`src/rtl/dev_char_table.sv`:
```
`timescale 1ns/1ps
module dev_char_table #(
  parameter int ENTRIES = 16,
  parameter int AW      = 7
) (
  input  logic        clk,
  input  logic        rst_n,
  input  logic        reg_wr,
  input  logic [15:0] reg_wdata,
  output logic [15:0] reg_rdata,
  output logic        tbl_full_err,
  input  logic [6:0]  ibi_addr,
  output logic        ibi_ack,
  output logic        ibi_has_data
);
  localparam int B_I2C = 0;
  localparam int B_ATT = 1;
  localparam int B_WEN = 8;
  localparam int A_LO  = 9;

  logic [ENTRIES-1:0] used;
  logic [AW-1:0]      tag  [ENTRIES];
  logic               is_i2c [ENTRIES];
  logic [1:0]         caps [ENTRIES];
  logic [AW-1:0]      sel_addr;

  wire [AW-1:0] w_addr = reg_wdata[A_LO +: AW];
  wire          w_en   = reg_wdata[B_WEN];
  wire          w_att  = reg_wdata[B_ATT];
  wire [1:0]    w_caps = reg_wdata[3:2];

  logic [ENTRIES-1:0] wr_hit, rd_hit, ibi_hit;
  for (genvar i = 0; i < ENTRIES; i++) begin : g_match
    assign wr_hit[i]  = used[i] && (tag[i] == w_addr);
    assign rd_hit[i]  = used[i] && (tag[i] == sel_addr);
    assign ibi_hit[i] = used[i] && (tag[i] == ibi_addr[AW-1:0]);
  end

  wire [ENTRIES-1:0] free_oh = ~used & (used + 1'b1);
  wire               any_wr_hit = |wr_hit;
  wire               is_full = &used;

  logic [3:0] rd_flags;
  logic       ibi_i2c;
  logic [1:0] ibi_caps;
  always_comb begin
    rd_flags = '0;
    ibi_i2c  = 1'b0;
    ibi_caps = '0;
    for (int i = 0; i < ENTRIES; i++) begin
      if (rd_hit[i])  rd_flags = rd_flags | {caps[i], 1'b1, is_i2c[i]};
      if (ibi_hit[i]) begin
        ibi_i2c  = ibi_i2c | is_i2c[i];
        ibi_caps = ibi_caps | caps[i];
      end
    end
  end

  assign reg_rdata    = {sel_addr, 5'b0, rd_flags};
  assign ibi_ack      = (|ibi_hit) && !ibi_i2c && ibi_caps[0];
  assign ibi_has_data = ibi_ack && ibi_caps[1];

  always_ff @(posedge clk) begin
    if (!rst_n) begin
      used         <= '0;
      sel_addr     <= '0;
      tbl_full_err <= 1'b0;
      for (int i = 0; i < ENTRIES; i++) begin
        tag[i]    <= '0;
        is_i2c[i] <= 1'b0;
        caps[i]   <= '0;
      end
    end else if (reg_wr) begin
      if (!w_en) begin
        sel_addr <= w_addr;
      end else if (any_wr_hit) begin
        for (int i = 0; i < ENTRIES; i++) begin
          if (wr_hit[i]) begin
            used[i]   <= w_att;
            is_i2c[i] <= reg_wdata[B_I2C];
            caps[i]   <= w_caps;
          end
        end
      end else if (w_att) begin
        if (is_full) tbl_full_err <= 1'b1;
        for (int i = 0; i < ENTRIES; i++) begin
          if (free_oh[i]) begin
            used[i]   <= 1'b1;
            tag[i]    <= w_addr;
            is_i2c[i] <= reg_wdata[B_I2C];
            caps[i]   <= w_caps;
          end
        end
      end
    end
  end

  AST_RSVD_ZERO: assert property (@(posedge clk) disable iff (!rst_n)
    reg_wr |-> reg_wdata[7:4] == 4'b0);
  AST_SEL_ADDR: assert property (@(posedge clk) disable iff (!rst_n)
    (reg_wr && !w_en) |=> reg_rdata[15:9] == $past(w_addr));
  AST_NO_DUP: assert property (@(posedge clk) disable iff (!rst_n)
    $onehot0(ibi_hit));
  AST_DETACH: assert property (@(posedge clk) disable iff (!rst_n)
    (reg_wr && w_en && !w_att && w_addr == reg_rdata[15:9]) |=> !reg_rdata[1]);
  AST_ERR_STICKY: assert property (@(posedge clk) disable iff (!rst_n)
    tbl_full_err |=> tbl_full_err);
  AST_ERR_CAUSE: assert property (@(posedge clk) disable iff (!rst_n)
    $rose(tbl_full_err) |-> $past(reg_wr && w_en && w_att && is_full));
  AST_DATA_NEEDS_ACK: assert property (@(posedge clk) disable iff (!rst_n)
    ibi_has_data |-> ibi_ack);
endmodule

```
`config.mk`:
```
export PLATFORM = sky130hd
export DESIGN_NAME = dev_char_table
export DESIGN_NICKNAME = d
export VERILOG_FILES = /design/src/rtl/dev_char_table.sv
export SDC_FILE = /design/constraint.sdc
export NUM_CORES = 1
export LEC_CHECK = 0
export CAP_MARGIN = 10
export CORE_UTILIZATION = 40
export CTS_BUF_LIST = sky130_fd_sc_hd__clkbuf_4
export DETAILED_ROUTE_END_ITERATION = 10
export PLACE_DENSITY = 0.57
export SLEW_MARGIN = 20
export SYNTH_ARGS = -nofsm -noshare
export SYNTH_HDL_FRONTEND = slang
export SYNTH_SLANG_ARGS = --single-unit
```
`constraint.sdc`:
```
create_clock -name clk -period 7.25 [get_ports clk]
set_clock_uncertainty 0.2 [all_clocks]
set_input_delay 1.0875 -clock clk [delete_from_list [all_inputs] [get_ports clk]]
set_output_delay 1.0875 -clock clk [all_outputs]
set_load 0.01 [all_outputs]
```
==> results.cfg, run 1 <==
[outcome]
status = completed

[die]
die-area_mm2 = 0.0298
die_height_um = 173
core-area_mm2 = 0.0287
initial_core_util_pct = 40.6
ios = 45
rows = 62
die_x_um = 173

[cells_and_area]
syn2layout_area_growth_pct = 6.99
nNetsFinal = 1141
final_cell_mix = xnor2_1 (301), edfxtp_1 (159), nor2_1 (114)
drive_above_1_share_pct = 6.74
fin_area_mm2 = 0.0125
mostFrequentLayoutCell = xnor2_1
stdcell_count = 1515

[sta]
final.period_utilization_pct = 79.6
period_needed_ns = 5.77
drv_slew = 0
hold_viol = 0
tightest_slew_ns = 1.13
grt_setup_unrepaired = false
slew_headroom_pct = 23.9
setup_viol = 0
fmax_ghz = 0.173
fin_tns_setup_ns = 0

[pwr]
power_frac_seq_pct = 57.5
switching_share_pct = 29.3
leakagePower_nw = 3.66
p_sw_mw = 0.646
power_density_mw_per_mm2 = 177
ir_drop_mv = 0.0769
pwr-share-clk_pct = 27.3
comb_power_share_pct = 15.2
intPower_mw = 1.56

[clock_tree]
clock-root-buffer = clkbuf_4
clkSinkCount = 184
clk_latency_ns = 0.60
cts_resized = 0
path_clk_slew_ns = 0.16
cts.path.max_buffers = 2
cts_max_level = 4
cts_setup_buffers = 0
cts_tree = done
postCtsHoldBufs = 0
cts_buffers = 17

[yosys]
yosysWarnings = 0
synthArstFlopShare_pct = 0
syn_inst = 1115
synth-edff-count = 159
ys_seq_area_share_pct = 45.3
synth_cell_types = 55
synth.avg_cell_area_um2 = 10.5
ys_ff_latch = 184
synth_flop_cell = edfxtp_1
syn_area_mm2 = 0.0117

[critical_path]
reg2reg_from = tag[0][27]
reg2reg_to = tag[1][19]
startpoint = ibi_addr[6]
r2r_slack_ns = 3.46
setup.worst_path.start_class = primary input
crit_chain = clkdlybuf4s50_1 > buf_4 > xnor2_1 > nand4_1 > nor2_1 > a22oi_1 > nand4_1 > or2_2 > nor3_1 > clkdlybuf4s50_1
cp_slowest_cell = clkdlybuf4s50_1
worstPathRequired_ns = 5.96
cp_num_buf_inv = 3
critPathTopFamily = buffers and inverters
cp_data_arrival_time_ns = 4.49
slowest_delay_ns = 1.17
path_max_fanout = 11
path_class = in -> out
rr_worst_depth = 8
endpoint_kind = output port

[grt]
grt_overflow = 0
grt_pass1_wl_um = 56600
use_met1_pct = 36.2
grt_pass1_vias = 8590
antenna_found_initial = 1
grt.met3_usage_pct = 6.20
grt_use_met2_pct = 39.6
track_usage_pct = 26.0
grt_max_degree = 49
gr-max-usage-layer = met2

[drt]
drc = 0
routed_via_density = 5.97
drt_iter0_drc = 1031
wl_per_cell_um = 25.5
final_antenna_net_count = 0
num_vias = 9045
dr.pass1.iters = 5
wl_um = 38700

[placement]
placed_cell_area_mm2 = 0.0122
io_buffers = 35
hpwlAfterDp_um = 27800
place.gp.congestion = 0.938
post-place-cells = 1480

[worst_hold_path]
hold_depth = 2
hold_end = tbl_full_err
hp-class = reg -> reg
hp-start = tbl_full_err

[job]
drv_cap = 0
==> through the flow <==
step / setup slack, ns / hold slack [ns] / total power, mW / utilization, %
6_report: 1.48 / 0.270 / 2.21 / 43.4
5_1_grt: 1.28 / 0.290 / 2.28 / 43.4
4_1_cts: 1.47 / 0.278 / 2.21 / 43.4
3_5_place_dp: 1.47 / 0.249 / 1.62 / 42.4
3_3_place_gp: 1.53 / 0.250 / 1.62 / 42.4
2_1_floorplan: 3.33 / 0.257 / 1.52 / -
==> Yosys cell counts (8+ instances only) <==
cell type | number | area [um^2]
xnor2_1 | 301 | 2640
buf_6 | 12 | 135
a221oi_1 | 15 | 131
nand4_1 | 102 | 638
buf_2 | 29 | 145
buf_4 | 10 | 75.1
nor3_1 | 48 | 240
mux2i_1 | 8 | 80.1
a21oi_1 | 15 | 75.1
o21ai_0 | 16 | 80.1
nor4_1 | 17 | 106
xor2_1 | 35 | 307
a22oi_1 | 24 | 180
nand3_1 | 13 | 65.1
nand2_1 | 37 | 139
a22o_1 | 12 | 105
o31ai_1 | 8 | 60.1
dfxtp_1 | 25 | 500
clkbuf_1 | 30 | 113
edfxtp_1 | 159 | 4770
inv_1 | 23 | 86.3
nor2_1 | 114 | 428
==> power groups by stage <==
| stage | Clock, mW | Sequential (mW) | Combinational (mW) |
|---|---|---|---|
| 2_1_floorplan | 0 | 1.27 | 0.257 |
| 3_3_place_gp | 0 | 1.29 | 0.328 |
| 3_5_place_dp | 0 | 1.29 | 0.332 |
| 4_1_cts | 0.610 | 1.27 | 0.333 |
| 5_1_grt | 0.643 | 1.28 | 0.358 |
| 6_report | 0.602 | 1.27 | 0.335 |
==> kinds of logic after synthesis <==
group / Yosys count / share of synthesized area [%]
multiplexers: 8 / 0.687
XOR/XNOR: 336 / 25.3
AND/OR/NAND/NOR: 365 / 16.6
buffers and inverters: 108 / 5.16
flip-flops: 184 / 45.3
AO/OA/AOI/OAI: 113 / 6.97
other: 1 / 0.0322
==> worst min-delay path, cell delays in order, from the launching register on <==
cell,delay [ns]
dfxtp_1,0.34
nand2_1,0.05
o31ai_1,0.05
==> metal layers <==
metal,part of all wire [%],vias up
li1,-,3997
met1,44,4493
met2,45,480
met3,9.1,75
met4,2.7,0
met5,0,-
==> worst max-delay path by stage <==
| stage | endpoint | slack [ns] | depth (start not counted) |
|---|---|---|---|
| 5_1_grt | ibi_has_data | 1.28 | 9 |
| 2_1_floorplan | ibi_has_data | 3.33 | 9 |
| 4_1_cts | ibi_has_data | 1.47 | 10 |
| 3_3_place_gp | ibi_has_data | 1.53 | 10 |
| 6_report | ibi_has_data | 1.48 | 10 |
| 3_5_place_dp | ibi_has_data | 1.47 | 10 |
==> final cells by class <==
class / count / area, um^2
Fill cell: 2754 / 16200
Multi-Input combinational cell: 827 / 5790
Sequential cell: 184 / 5280
Timing Repair Buffer: 62 / 543
Tap cell: 384 / 480
Clock inverter: 14 / 148
Clock buffer: 18 / 135
Inverter: 23 / 86.3
Antenna cell: 3 / 7.51
==> registers in the layout (all words and copies together) (netlist names) <==
signal and flops:
tbl_full_err 1, is_i2c 16, caps 32, sel_addr 7
tag 112, used 16
Power figures use the tool's default switching activity.
==> run 2, diff against run 1 <==
- PLACE_DENSITY: 0.57 -> 0.59
- clock period: 7.25 -> 5.15 ns (I/O delays scaled with it)
==> run 2 against run 1 <==
Count of clock-buffer cells in the layout grew 1; critical path depth is the same; combinational power grew 51%; first-iteration DRC count grew 20%; register-to-register slack lost 1.9 ns; sequential power grew 40%; clock power grew 42%; hold slack gained 0.019 ns; cell area grew 2.0%; core utilization grew 0.88 points; routed wire length grew 0.92%; worst setup slack lost 0.91 ns; critical endpoint unchanged; largest power group unchanged; highest routed layer unchanged.
==> results.cfg, run 2 (same netlist as run 1, synthesis figures left out) <==
[outcome]
status = completed

[drt]
drt_iter0_drc = 1236
final_antenna_net_count = 0
routed_via_density = 5.98
wl_um = 39000
drc = 0
dr.pass1.iters = 7
wl_per_cell_um = 25.5
num_vias = 9159

[die]
die_x_um = 173
die_height_um = 173
initial_core_util_pct = 40.6
core-area_mm2 = 0.0287
ios = 45
die-area_mm2 = 0.0298
rows = 62

[grt]
grt_pass1_wl_um = 58400
grt_max_degree = 31
track_usage_pct = 26.4
grt_pass1_vias = 9054
grt_overflow = 0
antenna_found_initial = 2

[critical_path]
cp_slowest_cell = clkdlybuf4s50_1
crit_chain = clkdlybuf4s50_1 > buf_4 > xnor2_1 > nand4_1 > nor2_1 > a22oi_1 > nand4_1 > nor2_1 > nor3_1 > clkdlybuf4s50_1
setup.worst_path.start_class = primary input
endpoint_kind = output port
slowest_delay_ns = 0.57
path_max_fanout = 13
cp_data_arrival_time_ns = 3.61
worstPathRequired_ns = 4.18
path_class = in -> out

[sta]
setup_viol = 0
slew_headroom_pct = 36.7
drv_slew = 0
hold_viol = 0
fmax_ghz = 0.218
fin_tns_setup_ns = 0
final.period_utilization_pct = 88.9
tightest_slew_ns = 0.945
period_needed_ns = 4.58
grt_setup_unrepaired = false

[placement]
place.gp.congestion = 0.958
hpwlAfterDp_um = 27000
io_buffers = 35

[clock_tree]
cts_tree = done
clkSinkCount = 184
path_clk_slew_ns = 0.15
cts_max_level = 4
cts_setup_buffers = 0
cts_buffers = 17
cts_resized = 0
cts.path.max_buffers = 2
clock-root-buffer = clkbuf_4
clk_latency_ns = 0.59
postCtsHoldBufs = 0

[cells_and_area]
largest-register = tag
reg_top3 = tag x112, caps x32
final_cell_mix = xnor2_1 (301), edfxtp_1 (159), nor2_1 (114)
syn2layout_area_growth_pct = 9.17
largest_register_ffs = 112
nNetsFinal = 1160
mostFrequentLayoutCell = xnor2_1
drive_above_1_share_pct = 8.28

[pwr]
power_density_mw_per_mm2 = 247
ir_drop_mv = 0.133
leakagePower_nw = 3.80
p_total_mw = 3.14

[job]
drv_cap = 0

[worst_hold_path]
hp-class = reg -> reg
==> run 2: layout make-up <==
type	instances	area, um^2
Tap cell	384	480
Multi-Input combinational cell	827	5790
Antenna cell	1	2.50
Inverter	23	86.3
Sequential cell	184	5280
Clock inverter	13	153
Fill cell	2735	16000
Clock buffer	19	143
Timing Repair Buffer	81	791
==> run 2: metrics by stage <==
stage / hold WS [ns] / instances / util, % / setup slack (ns) / area [um^2]
detailed placement: 0.261 / 1499 / 43.3 / 0.544 / 12400
global placement: 0.255 / 1499 / 43.3 / 0.556 / 12400
finish: 0.289 / 1532 / 44.3 / 0.571 / 12700
floorplan: 0.257 / 1119 / - / 1.81 / 11700
CTS: 0.287 / 1531 / 44.3 / 0.659 / 12700
global route: 0.321 / 1532 / 44.3 / 0.463 / 12700
==> run 2: path summary, 6_finish.rpt <==
kind              cells past startpoint           end  slack [ns]    startpoint
setup reg to reg                      8    tag[0][46]        1.56       used[3]
hold reg to reg                       2  tbl_full_err        0.29  tbl_full_err
setup / recovery                     10  ibi_has_data        0.57   ibi_addr[5]
hold / removal                        2  tbl_full_err        0.29  tbl_full_err
==> run 2: critical path: cells and delay by family <==
family	cells	cell delay (ns)
compound gates	1	0.24
xor+xnor	1	0.17
buf+inv	3	1.36
simple gates	5	1.04
==> run 2: report_power, final <==
group,switching (mW),internal [mW]
logic,0.279,0.226
registers,0.0907,1.69
clock network,0.509,0.346
total,0.879,2.26
==> run 2: routing by layer <==
metal  wire [um]  GRT usage, %  vias up  share of wire (%)
met5           0             0        -                  0
met4        1230          9.33        0                3.2
met3        3940          4.97      113                 10
met2       17800          41.6      546                 46
met1       16100          36.2     4477                 41
li1            -             -     4023                  -
==> run 3, diff against run 2 <==
- CTS_CLUSTER_SIZE: default -> 16
- SETUP_SLACK_MARGIN: default -> 0.02
==> results of run 3 <==
Final layout, timing and power as in run 2 (identical DEF).
